==> src/rtl/gpio_sovr_pkg.sv <==
package gpio_sovr_pkg;
  localparam int ADDR_W = 5;
  typedef logic [ADDR_W-1:0] addr_t;

  localparam addr_t OFS_DATA  = 5'h01;
  localparam addr_t OFS_DIR   = 5'h05;
  localparam addr_t OFS_PDINH = 5'h11;

  typedef enum logic [1:0] {
    SEL_NONE,
    SEL_DATA,
    SEL_DIR,
    SEL_PDINH
  } reg_sel_e;

  function automatic reg_sel_e decode_ofs(addr_t a);
    reg_sel_e s;
    if (a == OFS_DATA)       s = SEL_DATA;
    else if (a == OFS_DIR)   s = SEL_DIR;
    else if (a == OFS_PDINH) s = SEL_PDINH;
    else                     s = SEL_NONE;
    return s;
  endfunction
endpackage

==> src/rtl/gpio_port_regs.sv <==
module gpio_port_regs
  import gpio_sovr_pkg::*;
#(
  parameter int WIDTH = 8
) (
  input  logic             clk,
  input  logic             rst,
  input  logic             wr_en,
  input  logic             rd_en,
  input  addr_t            addr,
  input  logic [WIDTH-1:0] wdata,
  input  logic [WIDTH-1:0] pin_view,
  output logic [WIDTH-1:0] rdata,
  output logic [WIDTH-1:0] data_q,
  output logic [WIDTH-1:0] dir_q,
  output logic [WIDTH-1:0] inh_q
);
  reg_sel_e sel;
  assign sel = decode_ofs(addr);

  always_ff @(posedge clk) begin
    if (rst) begin
      data_q <= '0;
      dir_q  <= '0;
      inh_q  <= '0;
      rdata  <= '0;
    end else begin
      if (wr_en) begin
        unique case (sel)
          SEL_DATA:  data_q <= wdata;
          SEL_DIR:   dir_q  <= wdata;
          SEL_PDINH: inh_q  <= wdata;
          default:   ;
        endcase
      end
      if (rd_en) begin
        unique case (sel)
          SEL_DATA: rdata <= pin_view;
          SEL_DIR:  rdata <= dir_q;
          default:  rdata <= '0;
        endcase
      end
    end
  end

  // a data write lands on the strobe edge
  assert_wr_data_R2: assert property (@(posedge clk) disable iff (rst)
    (wr_en && addr == OFS_DATA) |=> data_q == $past(wdata));

  // without a write the direction bits hold
  assert_dir_hold_R2: assert property (@(posedge clk) disable iff (rst)
    (!wr_en) |=> $stable(dir_q));

  // the write-only offset reads back as zero
  assert_rd_pdinh_zero_R3: assert property (@(posedge clk) disable iff (rst)
    (rd_en && addr == OFS_PDINH) |=> rdata == '0);

  // read data holds between reads
  assert_rdata_hold_R3: assert property (@(posedge clk) disable iff (rst)
    (!rd_en) |=> $stable(rdata));
endmodule

==> src/rtl/gpio_pin_slice.sv <==
module gpio_pin_slice (
  input  logic own_en,
  input  logic own_dout,
  input  logic pd_off,
  input  logic data_b,
  input  logic dir_b,
  input  logic inh_b,
  input  logic pad_in_b,
  output logic pad_out_b,
  output logic pad_oe_b,
  output logic pad_pd_b,
  output logic view_b
);
  always_comb begin
    if (own_en) begin
      pad_oe_b  = 1'b1;
      pad_out_b = own_dout;
    end else begin
      pad_oe_b  = dir_b;
      pad_out_b = data_b;
    end
    pad_pd_b = ~own_en & ~dir_b & ~inh_b & ~pd_off;
    view_b   = dir_b ? data_b : pad_in_b;
  end
endmodule

==> src/rtl/gpio_sovr_port.sv <==
module gpio_sovr_port #(
  parameter int WIDTH   = 8,
  parameter int SER_BIT = 5,
  parameter int ADDR_W  = gpio_sovr_pkg::ADDR_W
) (
  input  logic              clk,
  input  logic              rst,
  input  logic              bus_wr,
  input  logic              bus_rd,
  input  logic [ADDR_W-1:0] bus_addr,
  input  logic [WIDTH-1:0]  bus_wdata,
  output logic [WIDTH-1:0]  bus_rdata,
  input  logic              ser_en,
  input  logic              ser_dout,
  input  logic              pd_global_off,
  input  logic [WIDTH-1:0]  pad_in,
  output logic [WIDTH-1:0]  pad_out,
  output logic [WIDTH-1:0]  pad_oe,
  output logic [WIDTH-1:0]  pad_pd
);
  localparam int OWNED = (SER_BIT < WIDTH) ? SER_BIT : WIDTH - 1;

  logic [WIDTH-1:0] data_q, dir_q, inh_q, pin_view;

  gpio_port_regs #(.WIDTH(WIDTH)) u_regs (
    .clk     (clk),
    .rst     (rst),
    .wr_en   (bus_wr),
    .rd_en   (bus_rd),
    .addr    (bus_addr),
    .wdata   (bus_wdata),
    .pin_view(pin_view),
    .rdata   (bus_rdata),
    .data_q  (data_q),
    .dir_q   (dir_q),
    .inh_q   (inh_q)
  );

  for (genvar i = 0; i < WIDTH; i++) begin : g_pin
    logic own_en_i, own_dout_i;
    if (i == OWNED) begin : g_ser
      assign own_en_i   = ser_en;
      assign own_dout_i = ser_dout;
    end else begin : g_plain
      assign own_en_i   = 1'b0;
      assign own_dout_i = 1'b0;
    end

    gpio_pin_slice u_slice (
      .own_en   (own_en_i),
      .own_dout (own_dout_i),
      .pd_off   (pd_global_off),
      .data_b   (data_q[i]),
      .dir_b    (dir_q[i]),
      .inh_b    (inh_q[i]),
      .pad_in_b (pad_in[i]),
      .pad_out_b(pad_out[i]),
      .pad_oe_b (pad_oe[i]),
      .pad_pd_b (pad_pd[i]),
      .view_b   (pin_view[i])
    );
  end

  // the serial peripheral drives its pin
  assert_ser_drive_R6: assert property (@(posedge clk) disable iff (rst)
    ser_en |-> (pad_oe[OWNED] && pad_out[OWNED] == ser_dout));

  // no pulldown on the owned pin
  assert_ser_nopd_R7: assert property (@(posedge clk) disable iff (rst)
    ser_en |-> !pad_pd[OWNED]);

  // global pulldown disable
  assert_gdis_nopd_R10: assert property (@(posedge clk) disable iff (rst)
    pd_global_off |-> (pad_pd == '0));

  // the cycle after reset every pin is an input
  assert_reset_input_R1: assert property (@(posedge clk)
    $fell(rst) |-> (pad_oe == '0));
endmodule

==> config.mk <==
export PLATFORM = sky130hd
export DESIGN_NAME = gpio_sovr_port
export DESIGN_NICKNAME = d
export VERILOG_FILES = /design/src/rtl/gpio_sovr_pkg.sv /design/src/rtl/gpio_port_regs.sv /design/src/rtl/gpio_pin_slice.sv /design/src/rtl/gpio_sovr_port.sv
export SDC_FILE = /design/constraint.sdc
export NUM_CORES = 1
export LEC_CHECK = 0
export BUFFER_PORTS_ARGS = -buffer_cell sky130_fd_sc_hd__buf_2
export CAP_MARGIN = 40
export CORE_ASPECT_RATIO = 0.6
export CORE_MARGIN = 8
export CORE_UTILIZATION = 44
export CTS_CLUSTER_DIAMETER = 50
export CTS_CLUSTER_SIZE = 20
export DETAILED_ROUTE_END_ITERATION = 16
export PLACE_DENSITY = 0.75
export SLEW_MARGIN = 30
export SYNTH_ARGS = -nofsm -noshare
export SYNTH_HDL_FRONTEND = slang
export SYNTH_SLANG_ARGS = --single-unit
==> constraint.sdc <==
create_clock -name clk -period 1.1 [get_ports clk]
set_input_delay 0.22 -clock clk [delete_from_list [all_inputs] [get_ports clk]]
set_output_delay 0.22 -clock clk [all_outputs]
set_load 0.005 [all_outputs]
Yosys cells after proc, flatten, opt, wreduce, memory -nomap -nowiden
Index checks and enable logic that the tools add are counted.
{ "word_totals": {"ff_bits": 32, "input_bits": 28, "output_inout_bits": 32, "word_cells": 62} }
{ "op_classes": {"eq_ne": 6, "mux": 14, "bitwise": 35, "n_reduce_logical": 3} }
{ "ops": {"columns": ["cell", "n"], "rows": [
  ["inverter 1 bit", 18],
  ["bitwise AND 1 bit", 17],
  ["one-hot mux 8 bit (2 select lines)", 1],
  ["2-to-1 mux 1 bit", 10],
  ["2-to-1 mux 2 bit", 3],
  ["AND reduction 2 bit", 3],
  ["== test 5 x 1 -> 1 bit (second input constant)", 1],
  ["== test 5 x 3 -> 1 bit (second input constant)", 1],
  ["== test 5 bit (second input constant)", 1],
  ["== test 2 bit (second input constant)", 2],
  ["== test 2 x 1 -> 1 bit (second input constant)", 1]
]} }

Longest topological paths before layout
Gate-level depths: netlist of the first run.
{ "depth": {"ltp_word": 6, "depth_mapped": 4, "mapped_depth_nobuf": 3} }

Modules after synthesis
Synthesis of the first run repeated with hierarchy kept, for this count alone.
{ "unflattened": {"cells_unflattened": 162, "area_unflattened_um2": 1635.3} }
{ "modules_own_cells": {"columns": ["mod", "n_inst", "cells_each", "area_per_inst_um2", "seq_area_each_um2"], "rows": [
  ["gpio_port_regs", 1, 129, 1351.3, 640.6],
  ["gpio_pin_slice", 8, 4, 35.0, 0.0],
  ["gpio_sovr_port", 1, 1, 3.8, 0.0]
]} }

Least setup slack after synthesis of the first run
OpenSTA, ideal clock, no wires.
{ "synth_path": {"path_type": "input-to-reg", "start": "input bus_addr[3]", "end": "register u_regs.inh_q[2]", "setup_time_ns": 0.072, "arrival_time_ns": 1.023, "required_time_ns": 1.028, "path_slack_ns": 0.006, "cell_stages": 4, "path_buffers": 1, "cell_sequence": "nor4b_2 > and3_1 > buf_6 > mux2i_1"} }
{ "synth_between": {"elab_chain_cells": 6, "word_cells_on_any_way": 8, "classes_between": "4 x eq/ne; 3 x mux; 1 x reduce/logical"} }
{ "synth_rtl": {"columns": ["item", "line_no", "text"], "rows": [
  ["start: declaration", "gpio_sovr_port.sv:10", "input logic [ADDR_W-1:0] bus_addr,"],
  ["== test 5 bit", "gpio_sovr_pkg.sv:20", "else if (a == OFS_PDINH) s = SEL_PDINH;"],
  ["2-to-1 mux 2 bit", "gpio_sovr_pkg.sv:20", null],
  ["2-to-1 mux 2 bit", "gpio_sovr_pkg.sv:19", "else if (a == OFS_DIR) s = SEL_DIR;"],
  ["2-to-1 mux 2 bit (*)", "gpio_sovr_pkg.sv:18", "if (a == OFS_DATA) s = SEL_DATA;"],
  ["== test 2 bit (*)", "gpio_port_regs.sv:29", "unique case (sel)"],
  ["AND reduction 2 bit (no source line) (*)", null, null],
  ["end signal: assignment", "gpio_port_regs.sv:32", "SEL_PDINH: inh_q <= wdata;"],
  ["end: declaration", "gpio_port_regs.sv:16", "output logic [WIDTH-1:0] inh_q"]
]} }
Every way passes the cells marked *; elsewhere a longest branch is shown, timed or not.
A chain may end at the register's enable or synchronous reset.

Final worst setup path of the first run
{ "layout_path": {"start": "register u_regs.dir_q[5]", "end": "output pad_oe[5]"} }
{ "layout_between": {"elab_chain_cells": 1} }
{ "layout_rtl": {"columns": ["item", "line_no", "text"], "rows": [
  ["start: declaration", "gpio_port_regs.sv:15", "output logic [WIDTH-1:0] dir_q,"],
  ["start signal: assignment", "gpio_port_regs.sv:31", "SEL_DIR: dir_q <= wdata;"],
  ["2-to-1 mux 1 bit", "gpio_pin_slice.sv:15", "if (own_en) begin"],
  ["end: declaration", "gpio_sovr_port.sv:18", "output logic [WIDTH-1:0] pad_oe,"]
]} }
Every way passes these cells.

==> results by stage, run 1 <==
Floorplan:
- The die width is 94.3 um.
- From bottom edge to top edge, the die measures 63.0 um.
- The number of top-level design ports is 60.
- The area of the die is 5940 um2.
- The initialized floorplan defines 17 standard-cell rows.
- The starting density of the core is 45.1%.
- The core region is 3590 um2.

Power and ir drop:
- The leakage dissipation is 0.000995 uW.
- The maximum resistive drop on vdd is 0.481 mV.
- The total power divided by cell area is 1160 nW/um2.

Critical path:
- The endpoint kind of the worst setup timing path is an output pin.
- The launching point of the worst reg2reg path is u_regs.data_q[5]$_SDFFE_PP0P_.
- The setup check on the worst reg-to-reg path leaves a slack of 0.08 ns.
- Measured in cells, the most critical reg-to-reg path has a length of 4.
- The startpoint type of the worst setup path is a register.
- The worst path required time is 0.88 ns.
- The worst register-to-register path ends at u_regs.rdata[5]$_SDFFE_PP0P_.
- The maximum fanout count along the critical path is 2.
- The critical path class is reg -> out.
- Data on the critical path arrives at its endpoint at 1.08 ns.

Layout:
- Registers take 653 um2.
- In the final layout, the multi-input gates occupy 776 um2.
- The number of nets in the layout is 247.
- Counting the fill cells in the layout gives 358.
- In the final layout, the share of cells above drive strength 1 is 42.7%.
- The number of antenna repair diodes is 0.
- The fraction of the core area covered by cells at the end of the flow is 56.3%.
- The growth of design area from synthesis to finish is 24.9%.

Synth:
- Summing every instance area after synthesis gives 1620 um2.
- A synthesized cell averages 9.53 um2.
- In the synthesized netlist the dominant register cell turns out to be sky130_fd_sc_hd__dfxtp_1.
- The most instantiated library cell after synthesis is sky130_fd_sc_hd__nand2b_1.
- The largest family of logic cells by synthesized area is simple AND/OR/NAND/NOR gates.
- The Yosys step of the flow raised 0 warnings.
- The share of cell area taken by muxes after synthesis is 15.5%.
- The number of enable-type register cells in the synthesized netlist is 0.
- Counting distinct cell types in the post-synthesis netlist gives 19.
- By area the synthesized netlist is led by sky130_fd_sc_hd__dfxtp_1 (40%), sky130_fd_sc_hd__nand2b_1 (15%), sky130_fd_sc_hd__mux2i_1 (15%).
- The post-synthesis share of cell area spent on full adders, half adders and majority gates is 0%.
- After Yosys synthesis, XOR and XNOR cells account for 0% of the synthesized area.
- The part of the Yosys area used for sequential elements is 39.5%.
- The biggest area contributor in the post-synthesis netlist is sky130_fd_sc_hd__dfxtp_1.
- Counting flops with an async set or reset pin after synthesis yields a share of 0%.
- The commonest cells after synthesis are sky130_fd_sc_hd__nand2b_1 (40), sky130_fd_sc_hd__dfxtp_1 (32), sky130_fd_sc_hd__buf_4 (24), sky130_fd_sc_hd__mux2i_1 (24), sky130_fd_sc_hd__o21ai_0 (16).
- The total nets after synthesis is 198.
- In the synthesized netlist, the number of instances is 170.
- The synthesized netlist devotes 9.27% of its cell area to compound gates.
- The number of register bits inferred by synthesis is 32.
- The basic-gate share of the synthesized area counting and, or, nand and nor cells is 22.3%.
- The share of the synthesized area in the top cell type is 39.5%.

STA:
- The post-layout minimum cycle time is 1.30 ns.
- The total of endpoints with negative setup slack in the final report is 10.
- At the pin with the least slew margin, the transition time is 0.567 ns.
- The hold violation count in the final report is 0.
- The max-slew headroom at the worst pin is 62.0%.
- After layout, the worst setup slack is -0.197 ns.
- The worst clock skew is 0.00374 ns.
- Setup repair after global routing could not meet its margin everywhere.
- Hold timing on the final database bottoms out at a slack of 0.240 ns.
- The setup TNS after final layout is -0.899 ns.
- For this run, the top clock speed supported by timing is 771 MHz.
- The number of max-slew violations in the final report is 0.
- The worst path uses 118% of the clock period.

Clock network:
- The clock latency of the later-clocked register in the worst-skew pair is 0.29 ns.
- After clock tree synthesis, the flow added hold-fix buffers numbering 0.
- The root cell of the clock tree is sky130_fd_sc_hd__clkbuf_8.
- Clock-pin slew was measured on the worst setup and hold paths at 0.07 ns.
- The clock tree from TritonCTS is done.
- The H-tree was split into 2 levels.
- The clock net in this run drives a total of 32 sinks.
- The number of buffers inserted during clock tree synthesis is 5.
- Counting along the longest clock path gives a buffer depth of 2.

Route:
- In this run, the number of DRC markers left after iteration 0 of detailed routing was 46.
- After detailed routing, the average wire length per cell comes to 15.8 um.
- The first-pass iteration count of the detailed router is 4.
- In the routed design, unresolved DRC markers number 0.
- The final layout contains routed wiring with a total length of 4.21 mm.
- Using the TritonRoute via totals, the vias-per-cell ratio works out to 4.84.
- The detailed router placed 1291 vias in this run.
- The count of nets left with antenna violations once routing finished came out at 0.

GRT:
- The number of global-route vias before repair is 1249.
- The first global-routing pass estimated 6.40 mm of wire.
- The residual overflow from global routing is 0.
- Entering global routing, the biggest net connects 33 pins.
- The number of antenna violations at the first check in global routing was 0.
- Global routing consumed, over all layers together, 13.9% of the routing resources.

Worst hold path:
- The start point of the worst min-delay path is bus_wdata[4].
- The worst hold path belongs to the class in -> reg.
- The worst hold path terminates at u_regs.dir_q[4]$_SDFFE_PP0P_.
- The worst hold path passes through 3 cells.

Placement:
- At the end of routability-driven placement, the weighted congestion stood at 0.774.
- Port buffering added 59 buffers.
- The worst setup slack before clock tree synthesis is -0.196 ns.
- The sum of net half-perimeters after detailed placement is 3.07 mm.

Run status:
- The final reports fail on setup timing.
- The flow ran to the end, but the final reports show violations.

Flow run:
- The tool flagged a number of max-cap violations equal to 0.
==> through the flow <==
stage	cell area (um2)	std cells	power [uW]
floorplan	1620	170	1330
global placement	1860	255	1430
detailed placement	1860	255	1430
CTS	1980	265	2370
global route	2020	267	2470
finish	2020	267	2360
==> critical path, cell delays in order, from the launching register on <==
cell	delay, ns
sky130_fd_sc_hd__dfxtp_2	0.32
sky130_fd_sc_hd__or2_4	0.23
sky130_fd_sc_hd__buf_4	0.13
sky130_fd_sc_hd__buf_6	0.10
==> final cells by class <==
| type | instances | share of cell area, % |
|---|---|---|
| Multi-Input combinational cell | 107 | 38.3 |
| Tap cell | 47 | 2.91 |
| Sequential cell | 32 | 32.3 |
| Clock buffer | 8 | 4.45 |
| Timing Repair Buffer | 73 | 22.0 |
==> cell usage in the layout, fill, tap and decap left out, drive strengths merged <==
master / Yosys / routed
nor4b: 1 / 1
nand3: 1 / 1
mux2i: 24 / 24
nor2: 2 / 2
or2: 1 / 1
dfxtp: 32 / 32
nor2b: 1 / 1
nor3b: 1 / 1
nor3: 8 / 8
clkbuf: 4 / 8
nand2: 1 / 1
nand2b: 40 / 40
and3: 2 / 2
buf: 27 / 73
mux2: 1 / 1
o21ai: 16 / 16
a22o: 8 / 8
==> state kept, by name, indices dropped and copies added, names as in the netlist <==
| name | flops |
|---|---|
| u_regs.data_q | 8 |
| u_regs.dir_q | 8 |
| u_regs.inh_q | 8 |
| u_regs.rdata | 8 |
==> routing by layer <==
metal | track usage (%) | share of wire, % | vias up
met2 | 17.1 | 38 | 52
met4 | 4.13 | 1.0 | 0
met3 | 7.79 | 11 | 7
met5 | 0 | 0 | -
met1 | 19.5 | 50 | 579
li1 | - | - | 653
==> cell families (layout without fill, tap and decap cells) <==
kind of cell           count (synthesis)  count (layout)
AOI/OAI and AO/OA                     24              24
buffers and inverters                 31              81
DFF                                   32              32
muxes                                 25              25
and+or+nand+nor                       58              58
==> worst max path at each step <==
stage | start | endpoint | slack, ns | cells past startpoint
finish | u_regs.dir_q[5]$_SDFFE_PP0P_ | pad_oe[5] | -0.20 | 3
global route | u_regs.dir_q[5]$_SDFFE_PP0P_ | pad_pd[5] | -0.25 | 3
CTS | u_regs.dir_q[5]$_SDFFE_PP0P_ | pad_pd[5] | -0.24 | 3
detailed placement | bus_addr[2] | u_regs.inh_q[4]$_SDFFE_PP0P_ | -0.20 | 5
global placement | bus_addr[3] | u_regs.inh_q[3]$_SDFFE_PP0P_ | -0.20 | 5
floorplan | bus_addr[3] | u_regs.inh_q[2]$_SDFFE_PP0P_ | 0.006 | 4
==> power by group <==
group / total [uW] / switching [uW] / internal, uW
logic: 247 / 113 / 134
clock network: 938 / 428 / 510
registers: 1170 / 6.10 / 1160
total: 2360 / 547 / 1810
==> repair_timing <==
item	4_1_cts	5_1_grt
endpoints found under the setup margin	10	16
pin swaps	2	2
buffers inserted	2	2
gates resized for setup	7	13
Power figures use the tool's default switching activity.
==> run 2: changes to the inputs <==
--- a/config.mk
+++ b/config.mk
@@ -6,7 +6,7 @@
 export NUM_CORES = 1
 export LEC_CHECK = 0
 export BUFFER_PORTS_ARGS = -buffer_cell sky130_fd_sc_hd__buf_2
-export CAP_MARGIN = 40
+export CAP_MARGIN = 20
 export CORE_ASPECT_RATIO = 0.6
 export CORE_MARGIN = 8
 export CORE_UTILIZATION = 44
@@ -14,6 +14,7 @@
 export CTS_CLUSTER_SIZE = 20
 export DETAILED_ROUTE_END_ITERATION = 16
 export PLACE_DENSITY = 0.75
+export SETUP_SLACK_MARGIN = 0.02
 export SLEW_MARGIN = 30
 export SYNTH_ARGS = -nofsm -noshare
 export SYNTH_HDL_FRONTEND = slang
==> run 2 against run 1 <==
The run still ends with setup timing left. Combinational power down 6%. Die area unchanged. Clock skew up 0.0031 ns. First-iteration DRC count up 15%. Power up 6.7%. Flip-flop and latch count unchanged. Hold slack worse by 0.0047 ns. Fmax up 1.2%. Utilization down 0.52 points. Non-clock buffer count down 3. Via count down 1.5%. Largest cell class unchanged. Critical endpoint is now pad_pd[5].
==> results by stage, run 2 (synthesis gave the netlist of run 1 again) <==
GRT:
- The met3 demand-to-capacity share in global routing is 6.47% (was 7.79%).
- The number of antenna violations at the first check in global routing is 0 (unchanged).
- The residual overflow from global routing came to 0 (unchanged).
- The global routing usage on met1 came to 18.2% (was 19.5%).
- The global routing usage summed across all routing layers is 13.9% (about the same).
- The maximum number of pins on one net before global-route repair is 33 (unchanged).
- The number of global-route vias before repair is 1253 (was 1249).
- The global routing met2 resource utilization is 18.6% (was 17.1%).
- The global-route wire length before repair was 6.35 mm (was 6.40 mm).
- The peak-usage layer in the global routing report is met2 (was met1).

Floorplan:
- The number of placement rows is 17 (unchanged).
- The area of the die came to 5940 um2 (unchanged).
- The number of top-level design ports is 60 (unchanged).
- The core area is 3590 um2 (unchanged).
- The vertical die dimension is 63.0 um (unchanged).
- The starting density of the core is 45.1% (unchanged).
- The die width is 94.3 um (unchanged).

STA:
- The number of max-slew violations in the final report is 0 (unchanged).
- The final cycle utilization of the critical path is 117% (was 118%).
- RSZ-0062 raised after global routing: yes (unchanged).
- The minimum hold slack is 0.236 ns (was 0.240 ns).
- The total of endpoints with negative setup slack in the final report is 10 (unchanged).
- The slew at the pin closest to its max-slew limit is 0.503 ns (was 0.567 ns).
- The setup slack after layout is -0.182 ns (was -0.197 ns).
- The max-slew headroom at the worst pin is 66.4% (was 62.0%).
- The hold violation count in the final report is 0 (unchanged).
- The worst clock skew is 0.00680 ns (was 0.00374 ns).
- The post-layout minimum cycle time is 1.28 ns (was 1.30 ns).
- The maximum clock frequency is 780 MHz (was 771 MHz).

Clock network:
- The depth of the CTS H-tree is 2 (unchanged).
- The clock latency of the later-clocked register in the worst-skew pair came to 0.29 ns (about the same).
- The clock tree from TritonCTS was done (unchanged).
- The post-CTS clock slew at the launch and capture registers of the worst setup and hold paths was 0.07 ns (about the same).
- The number of buffers inserted during clock tree synthesis is 5 (unchanged).
- The number of sinks on the clock net is 32 (unchanged).
- The maximum buffer depth of the clock tree is 2 (unchanged).
- The root cell of the clock tree is sky130_fd_sc_hd__clkbuf_8 (unchanged).

Critical path:
- The critical path class was reg -> out (unchanged).
- The endpoint kind of the worst setup timing path was an output pin (unchanged).
- The longest individual stage delay on the worst path is 0.31 ns (was 0.32 ns).
- CP Cell Sequence: or2_4 -> nor3_2 -> buf_2 (was or2_4 -> buf_4 -> buf_6).
- The startpoint type of the worst setup path is a register (unchanged).
- The arrival time at the worst endpoint is 1.06 ns (was 1.08 ns).
- The maximum fanout count along the critical path is 2 (unchanged).
- The cell with the largest stage delay on the worst path is sky130_fd_sc_hd__dfxtp_1 (was sky130_fd_sc_hd__dfxtp_2).
- The worst path required time is 0.88 ns (about the same).
- The register-to-register setup slack is 0.09 ns (was 0.08 ns).

Route:
- The detailed-route vias per instance is 4.82 (was 4.84).
- The first-pass iteration count of the detailed router is 4 (unchanged).
- The routed via count is 1272 (was 1291).
- The count of nets left with antenna violations after detail routing is 0 (unchanged).
- The routed length per placed instance came to 15.4 um (was 15.8 um).
- The routed wire length is 4.07 mm (was 4.21 mm).
- The violation count after the first detailed-routing iteration is 53 (was 46).
- The count of unresolved DRC violations after routing is 0 (unchanged).

Layout:
- Most used cells in the layout excluding fill and tap cells: sky130_fd_sc_hd__buf_2 (57), sky130_fd_sc_hd__nand2b_1 (40), sky130_fd_sc_hd__dfxtp_1 (26) (was sky130_fd_sc_hd__buf_2 (57), sky130_fd_sc_hd__nand2b_1 (40), sky130_fd_sc_hd__mux2i_1 (24), sky130_fd_sc_hd__dfxtp_1 (24), sky130_fd_sc_hd__o21ai_0 (12)).
- The post-route non-filler standard cell count came to 264 (was 267).
- The layout cell share with drive strength beyond 1 was 41.0% (was 42.7%).
- The fraction of the core area covered by cells at the end of the flow is 55.8% (was 56.3%).
- The growth of design area from synthesis to finish was 23.7% (was 24.9%).
- The commonest non-fill, non-tap cell in the layout is sky130_fd_sc_hd__buf_2 (unchanged).
- The number of antenna repair diodes came to 0 (unchanged).
- The number of nets in the layout came to 244 (was 247).
- The design area came to 2000 um2 (was 2020 um2).

Power and ir drop:
- The total power divided by cell area is 1250 nW/um2 (was 1160 nW/um2).
- The maximum resistive drop on vdd was 0.599 mV (was 0.481 mV).
- The leakage dissipation came to 0.000991 uW (was 0.000995 uW).

Flow run:
- The max-capacitance violation count is 0 (unchanged).

Placement:
- The worst setup slack before clock tree synthesis came to -0.191 ns (was -0.196 ns).
- The total placed instance area is 1840 um2 (was 1860 um2).
- The routability congestion estimate is 0.748 (was 0.774).
- The number of port buffers came to 59 (unchanged).
- The sum of net half-perimeters after detailed placement is 3.05 mm (was 3.07 mm).
- The number of placed instances with taps included is 253 (was 255).

Worst hold path:
- The worst min-delay path category is in -> reg (unchanged).

Run status:
- Violated checks: setup timing (unchanged).
- Status: complete, but fails checks (unchanged).
==> run 2: cell types whose count changed in the layout (fill, tap and decap cells not counted), sizes merged <==
cell / previous run / this run
buf: 73 / 70
clkbuf: 8 / 6
bufinv: 0 / 1
clkinv: 0 / 1
==> run 2: routing by layer <==
layer / vias to the layer above / wire, um
met5: - / 0
met4: 0 / 56
met3: 5 / 448
met2: 50 / 1580
met1: 572 / 1980
li1: 645 / -
==> run 2: where the power goes <==
part | leakage, uW | switching, uW | internal, uW
sequential | 0.000261 | 5.73 | 1170
clock | 0.0000552 | 437 | 672
combinational | 0.000675 | 111 | 122
total | 0.000991 | 554 | 1960
==> run 2: critical path: cells and delay by family (launching register included) <==
| kind | cells | cell delay [ns] |
|---|---|---|
| AND/OR/NAND/NOR | 2 | 0.34 |
| flip-flops | 1 | 0.31 |
| buffers and inverters | 1 | 0.13 |
==> run 2: area by class of cell <==
| type | count | area [um2] |
|---|---|---|
| Multi-Input combinational cell | 107 | 783 |
| Tap cell | 47 | 58.8 |
| Fill cell | 335 | 1590 |
| Clock buffer | 6 | 72.6 |
| Clock inverter | 2 | 35.0 |
| Timing Repair Buffer | 70 | 407 |
| Sequential cell | 32 | 648 |
==> run 2: final timing paths <==
kind,start,cells past startpoint,end
worst max-delay path,u_regs.dir_q[5]$_SDFFE_PP0P_,3,pad_pd[5]
worst min-delay path,bus_wdata[2],3,u_regs.dir_q[2]$_SDFFE_PP0P_
worst max register to register,u_regs.dir_q[1]$_SDFFE_PP0P_,4,u_regs.rdata[1]$_SDFFE_PP0P_
worst min register to register,u_regs.inh_q[3]$_SDFFE_PP0P_,2,u_regs.inh_q[3]$_SDFFE_PP0P_
==> run 2: stage by stage <==
stage	setup TNS [ns]	power, uW
6_report	-0.848	2510
5_1_grt	-1.28	2620
4_1_cts	-0.981	2540
3_5_place_dp	-4.51	1420
3_3_place_gp	-3.77	1420
2_1_floorplan	0	1330
==> run 2: repair_timing <==
action	in CTS	in global routing
gates resized for setup	10	2
hold buffers	0	0
endpoints found under the setup margin	10	11
gates cloned	0	0
setup buffers	3	0
